File: src/rtl/pack_kill_pkg.sv
package pack_kill_pkg;
    typedef enum logic [1:0] {
        SEQ_ARMED     = 2'd0,
        SEQ_HOLD      = 2'd1,
        SEQ_WAIT_HIGH = 2'd2
    } seq_state_e;

    typedef struct packed {
        seq_state_e state;
        logic       force_off;
        logic       busy;
    } seq_regs_t;
endpackage

File: src/rtl/pack_kill_sync.sv
module pack_kill_sync #(
    parameter int STAGES = 2
) (
    input  logic clk,
    input  logic rst_n,
    input  logic async_i,
    output logic sync_o
);
    logic [STAGES-1:0] chain_d, chain_q;

    generate
        if (STAGES == 1) begin : g_single
            always_comb chain_d = async_i;
        end else begin : g_multi
            always_comb chain_d = {chain_q[STAGES-2:0], async_i};
        end
    endgenerate

    // Idle level of the active-low line is high.
    always_ff @(posedge clk or negedge rst_n) begin
        if (!rst_n) chain_q <= '1;
        else        chain_q <= chain_d;
    end

    assign sync_o = chain_q[STAGES-1];
endmodule

File: src/rtl/pack_kill_timer.sv
module pack_kill_timer #(
    parameter int LIMIT = 20
) (
    input  logic clk,
    input  logic rst_n,
    input  logic run_i,
    output logic done_o
);
    localparam int W = $clog2(LIMIT + 1);
    localparam logic [W-1:0] LAST = W'(LIMIT - 1);

    logic [W-1:0] cnt_d, cnt_q;

    assign done_o = run_i && (cnt_q == LAST);

    always_comb begin
        cnt_d = cnt_q;
        if (!run_i || done_o) cnt_d = '0;
        else                  cnt_d = cnt_q + 1'b1;
    end

    always_ff @(posedge clk or negedge rst_n) begin
        if (!rst_n) cnt_q <= '0;
        else        cnt_q <= cnt_d;
    end

    // The count never passes the last step of its window.
    assert_cnt_in_range_R6: assert property (@(posedge clk) disable iff (!rst_n)
        cnt_q <= LAST);
    // An idle timer restarts from zero.
    assert_clear_on_idle_R4: assert property (@(posedge clk) disable iff (!rst_n)
        !run_i |=> cnt_q == '0);
endmodule

File: src/rtl/pack_kill_seq.sv
module pack_kill_seq
    import pack_kill_pkg::*;
#(
    parameter int SYNC_STAGES    = 2,
    parameter int QUAL_CYCLES    = 20,
    parameter int RELEASE_CYCLES = 1000
) (
    input  logic clk,
    input  logic rst_n,
    input  logic kill_req_n_i,
    input  logic normal_mode_i,
    output logic force_off_o,
    output logic busy_o
);
    logic      req_n_sync;
    logic      req_low;
    logic      qual_run, qual_done;
    logic      hold_run, hold_done;
    seq_regs_t r_d, r_q;

    pack_kill_sync #(.STAGES(SYNC_STAGES)) u_sync (
        .clk(clk), .rst_n(rst_n), .async_i(kill_req_n_i), .sync_o(req_n_sync));

    assign req_low  = !req_n_sync;
    assign qual_run = (r_q.state == SEQ_ARMED) && req_low && normal_mode_i;
    assign hold_run = (r_q.state == SEQ_HOLD);

    pack_kill_timer #(.LIMIT(QUAL_CYCLES)) u_qual (
        .clk(clk), .rst_n(rst_n), .run_i(qual_run), .done_o(qual_done));

    pack_kill_timer #(.LIMIT(RELEASE_CYCLES)) u_hold (
        .clk(clk), .rst_n(rst_n), .run_i(hold_run), .done_o(hold_done));

    always_comb begin
        r_d = r_q;
        unique case (r_q.state)
            SEQ_ARMED:     if (qual_done) r_d.state = SEQ_HOLD;
            SEQ_HOLD:      if (hold_done) r_d.state = req_low ? SEQ_WAIT_HIGH : SEQ_ARMED;
            SEQ_WAIT_HIGH: if (!req_low)  r_d.state = SEQ_ARMED;
            default:                      r_d.state = SEQ_ARMED;
        endcase
        r_d.force_off = (r_d.state == SEQ_HOLD);
        r_d.busy      = (r_d.state != SEQ_ARMED);
    end

    always_ff @(posedge clk or negedge rst_n) begin
        if (!rst_n) r_q <= '{state: SEQ_ARMED, force_off: 1'b0, busy: 1'b0};
        else        r_q <= r_d;
    end

    assign force_off_o = r_q.force_off;
    assign busy_o      = r_q.busy;

    // Checker state: length of the current force-off run.
    int unsigned off_len_q;
    always_ff @(posedge clk or negedge rst_n) begin
        if (!rst_n)           off_len_q <= 0;
        else if (force_off_o) off_len_q <= off_len_q + 1;
        else                  off_len_q <= 0;
    end

    assert_entry_needs_normal_R5: assert property (@(posedge clk) disable iff (!rst_n)
        $rose(force_off_o) |-> $past(normal_mode_i));
    assert_entry_needs_low_R3: assert property (@(posedge clk) disable iff (!rst_n)
        $rose(force_off_o) |-> $past(req_low));
    assert_exact_off_width_R6: assert property (@(posedge clk) disable iff (!rst_n)
        $fell(force_off_o) |-> off_len_q == RELEASE_CYCLES);
    assert_off_not_too_long_R9: assert property (@(posedge clk) disable iff (!rst_n)
        off_len_q <= RELEASE_CYCLES);
    assert_busy_covers_off_R7: assert property (@(posedge clk) disable iff (!rst_n)
        force_off_o |-> busy_o);
    assert_no_retrigger_R8: assert property (@(posedge clk) disable iff (!rst_n)
        (r_q.state == SEQ_WAIT_HIGH) |=> !force_off_o);
endmodule

File: config.mk
export PLATFORM = sky130hd
export DESIGN_NAME = pack_kill_seq
export DESIGN_NICKNAME = d
export VERILOG_FILES = /design/src/rtl/pack_kill_pkg.sv /design/src/rtl/pack_kill_sync.sv /design/src/rtl/pack_kill_timer.sv /design/src/rtl/pack_kill_seq.sv
export SDC_FILE = /design/constraint.sdc
export NUM_CORES = 1
export LEC_CHECK = 0
export BUFFER_PORTS_ARGS = -buffer_cell sky130_fd_sc_hd__buf_4
export CAP_MARGIN = 15
export CELL_PAD_IN_SITES_DETAIL_PLACEMENT = 1
export CELL_PAD_IN_SITES_GLOBAL_PLACEMENT = 2
export CORE_MARGIN = 3
export CORE_UTILIZATION = 32
export DETAILED_ROUTE_END_ITERATION = 10
export HOLD_SLACK_MARGIN = 0.15
export PLACE_DENSITY = 0.67
export SLEW_MARGIN = 20
export SYNTH_ARGS = -nofsm -noshare
export SYNTH_HDL_FRONTEND = slang
export SYNTH_HIERARCHICAL = 1
export SYNTH_SLANG_ARGS = --single-unit
File: constraint.sdc
create_clock -name clk -period 2.4 [get_ports clk]
set_clock_uncertainty 0.1 [all_clocks]
set_input_delay 0.12 -clock clk [delete_from_list [all_inputs] [get_ports clk]]
set_output_delay 0.12 -clock clk [all_outputs]
set_load 0.005 [all_outputs]
==> results.md <==
Run status:
- The flow ran to the end, and the final reports show no timing, DRC or antenna violations.

Critical path:
- The end of the worst register-to-register path is r_q[2].
- The critical path launch point type is a register.
- The worst setup path is captured at a register.
- The flop-to-flop setup slack is 0.51 ns.
- The highest fanout seen on the critical path is 5.
- The startpoint of the worst register-to-register path is u_hold/cnt_q[0].
- Data on the critical path arrives at its endpoint at 1.98 ns.
- The data required time at the worst endpoint is 2.49 ns.
- The logic depth of the worst register-to-register path is 7.
- The worst setup path is of the register to register kind.

Global routing:
- Entering global routing, the biggest net connects 20 pins.
- The initial antenna violation count is 0.
- The remaining global-route overflow is 0.
- The aggregate global-route resource usage is 0.120.
- The via count of the first global-routing pass is 728.
- The global-route wire length before repair is 3750 µm.

Yosys:
- The parity-gate share of the synthesized area counting xor and xnor cells is 0.0507.
- Of the total synthesized cell area, the portion taken by full adders, half adders and majority gates is 0.0241.
- The main combinational cell family by area after synthesis is simple AND/OR/NAND/NOR gates.
- Dividing the synthesized area by the synthesized cell count gives 11.2 µm².
- The count of flip-flops with a built-in enable after synthesis is 0.
- The synthesized area is 1040 µm².
- The number of nets handed over by synthesis was 99.
- The complex-gate fraction of the synthesized area is 0.109.
- The fraction of synthesized area in multiplexers is 0.00965.
- During synthesis, Yosys emitted a total of 6 warnings.
- The share of synthesized registers carrying an async set or reset is 1.00.
- The count of distinct cell types in the synthesized netlist is 37.
- The most used flip-flop cell after synthesis is sky130_fd_sc_hd__dfrtp_1.
- The basic-gate share of the synthesized area counting and, or, nand and nor cells is 0.283.
- The part of the Yosys area used for sequential elements is 0.509.
- The flop and latch count out of synthesis is 21.
- Counting every instance in the synthesized netlist gives 93.

CTS:
- The number of setup buffers added after CTS is 0.
- The clock passes through at most 2 buffers.
- In this run the number of H-tree levels came out at 1.
- Clock latency on the worst-skew pair, taken at its later pin, is 0.30 ns.
- The master cell of the clock root buffer is sky130_fd_sc_hd__clkbuf_4.
- The clock net sink count is 21.
- The clock-pin slew of the registers on the worst-case setup and hold paths is 0.12 ns.
- The CTS tree is built.
- The CTS buffer count is 3.

Drt:
- The routed length per placed instance is 14.0 µm.
- The total wire length is 2080 µm.
- The residual antenna-violating net count after detailed routing is 0.
- The residual DRC count is 0.
- Dividing the detail-routed via count by the number of cells gives 4.76.
- The pre-antenna-repair detailed-routing pass consisted of 4 iterations.
- The detailed router finished its first iteration with 30 violations.
- The number of vias in the routed layout is 709.

Timing:
- The number of max-slew violations in the final report is 0.
- Counting I/O delays and the setup requirement, the final critical path takes 1.89 ns.
- The final hold violation count came to 0.
- Adding up every negative setup slack in the final design gives 0 ns.
- Measured against its own limit, the worst slew margin works out to 0.410.
- Across all hold checks on the routed design, the worst slack comes to 0.196 ns.
- The number of endpoints failing setup at the final stage is 0.
- Of the available clock period, the critical path in the final layout requires 0.788.
- Setup repair after global routing left no endpoint under its margin.
- The transition time at the pin with the least slew margin is 0.882 ns.
- Based on the critical path, the design can be clocked at up to 0.529 GHz.

Floorplan:
- For this configuration, the core starts out at a cell density of 0.337.
- In this run the count of I/O pins placed on the die edge is 6.
- The core region is 3080 µm².
- Measured along the x axis, the die boundary spans 62.9 µm.
- The initialized floorplan defines 20 standard-cell rows.
- Measured along the y axis, the die boundary spans 62.9 µm.
- The floorplan step defined a die boundary enclosing 3960 µm².

Finish:
- In the final layout, the share of cells above drive strength 1 is 0.219.
- The area overhead of the layout relative to synthesis is 14.1%.
- The number of antenna diodes is 0.
- Summing all flip-flop and latch instances after layout gives 528 µm².
- The multi-input combinational cells in the finished layout cover a total of 494 µm².
- The net total in the final layout is 112.
- The layout has 362 filler cells.

Placed design:
- Detailed placement finished with a half-perimeter wire length of 1450 µm.
- Input and output buffers added on the ports amount to 5.
- The global placer's final weighted congestion is 0.683.

Hold path:
- The path class of the tightest hold or removal check is primary input to asynchronous set/reset pin.

Pwr:
- The cell leakage power is 0.500 nW.
- The worst-case IR drop observed on VDD is 0.193 mV.
- The total power density per cell area is 460 nW/µm².

Job:
- The number of max-cap violations is 0.
[cell usage in the layout, fill, tap and decap left out, drive strengths merged, types with 2 or more instances in the layout]
| cell | Yosys | layout |
|---|---|---|
| ha | 2 | 2 |
| nand2 | 5 | 5 |
| nor2b | 2 | 2 |
| nor3 | 3 | 3 |
| nand3b | 2 | 2 |
| a31o | 2 | 2 |
| nand2b | 4 | 4 |
| dfrtp | 19 | 19 |
| a21oi | 4 | 4 |
| nor2 | 8 | 8 |
| xnor2 | 3 | 3 |
| and3 | 4 | 4 |
| buf | 1 | 6 |
| a21o | 2 | 2 |
| and2 | 3 | 3 |
| nor3b | 3 | 3 |
| clkbuf | 0 | 3 |
| dlygate4sd3 | 0 | 3 |
| a31oi | 2 | 2 |
| nand3 | 7 | 7 |
| dfstp | 2 | 2 |
| xor2 | 3 | 3 |
[per-stage QoR]
stage / cells / total power (W) / area (µm²) / setup WS, ns / util
6_report: 149 / 0.000545 / 1180 / 0.508 / 0.385
5_1_grt: 149 / 0.000580 / 1180 / 0.296 / 0.385
4_1_cts: 149 / 0.000562 / 1180 / 0.479 / 0.385
3_5_place_dp: 142 / 0.000376 / 1130 / 0.542 / 0.366
3_3_place_gp: 142 / 0.000376 / 1130 / 0.664 / 0.366
2_1_floorplan: 93 / 0.000365 / 1040 / 0.688 / -
[how the worst max path moves through the flow]
stage,startpoint,end,cells past startpoint,slack (ns)
global route,u_hold/cnt_q[0],force_off_o,7,0.30
floorplan,r_q[3],busy_o,5,0.69
finish,u_hold/cnt_q[0],r_q[2],7,0.51
global placement,u_hold/cnt_q[0],force_off_o,7,0.66
detailed placement,u_hold/cnt_q[0],force_off_o,7,0.54
CTS,u_hold/cnt_q[0],r_q[2],7,0.48
[flip-flops by register name, summed over array words and instances (netlist names)]
register,flops
r_q,2
busy_o,1
force_off_o,1
u_hold/cnt_q,10
u_qual/cnt_q,5
u_sync/chain_q,2
[kinds of logic (layout without fill, tap and decap cells)]
family          count (synthesis)  in the layout
xor+xnor                        6              6
simple gates                   46             46
buf+inv                         2             14
mux                             1              1
compound gates                 15             15
fa+ha+maj                       2              2
flops                          21             21
[cell type report]
type | count | share of cell area
clock buffer | 3 | 0.0190
sequential | 21 | 0.446
multi-input combinational | 70 | 0.418
clock inverter | 1 | 0.00423
timing repair buffer | 9 | 0.0634
tap | 44 | 0.0465
inverter | 1 | 0.00317
[cell usage after synthesis (2+ instances only)]
cell type                  instances  area share
sky130_fd_sc_hd__nand3b_1          2       0.014
sky130_fd_sc_hd__a31o_2            2       0.017
sky130_fd_sc_hd__and3_1            2       0.012
sky130_fd_sc_hd__dfstp_2           2       0.051
sky130_fd_sc_hd__ha_1              2       0.024
sky130_fd_sc_hd__a31oi_1           2       0.012
sky130_fd_sc_hd__nor3_1            2      0.0097
sky130_fd_sc_hd__xnor2_1           3       0.025
sky130_fd_sc_hd__xor2_1            3       0.025
sky130_fd_sc_hd__a21oi_1           4       0.019
sky130_fd_sc_hd__nor3b_1           2       0.014
sky130_fd_sc_hd__nand3_1           7       0.034
sky130_fd_sc_hd__a21o_1            2       0.014
sky130_fd_sc_hd__nor2_1            8       0.029
sky130_fd_sc_hd__dfrtp_1          19        0.46
sky130_fd_sc_hd__nand2b_1          4       0.024
sky130_fd_sc_hd__and2_1            3       0.018
sky130_fd_sc_hd__nand2_1           5       0.018
[report_power, final]
part / switching [W] / leakage, nW / internal, W
sequential: 0.00000144 / 0.256 / 0.000357
combinational: 0.00000806 / 0.226 / 0.00000650
clock: 0.000110 / 0.0177 / 0.0000621
[per-layer routing]
layer	global-route usage	vias up	routed length [µm]	part of all wire
li1	-	356	-	-
met1	0.183	348	1120	0.54
met2	0.170	5	925	0.44
met3	0.0234	0	43	0.021
met4	0.0331	0	0	0
met5	0	-	0	0
[worst max-delay path, stage by stage, from the launching register on]
cell	delay [ns]
sky130_fd_sc_hd__dfrtp_1	0.47
sky130_fd_sc_hd__ha_1	0.26
sky130_fd_sc_hd__nand3_1	0.13
sky130_fd_sc_hd__nor3_2	0.26
sky130_fd_sc_hd__nand3_1	0.15
sky130_fd_sc_hd__nor2_1	0.18
sky130_fd_sc_hd__nand2b_1	0.16
sky130_fd_sc_hd__a21oi_1	0.07
[timing repair]
| item | 4_1_cts | 5_1_grt |
|---|---|---|
| gates resized for setup | 0 | 0 |
| hold buffers | 3 | 0 |
| endpoints found under the hold margin | 22 | 0 |
(Power assumes the default switching activity.)
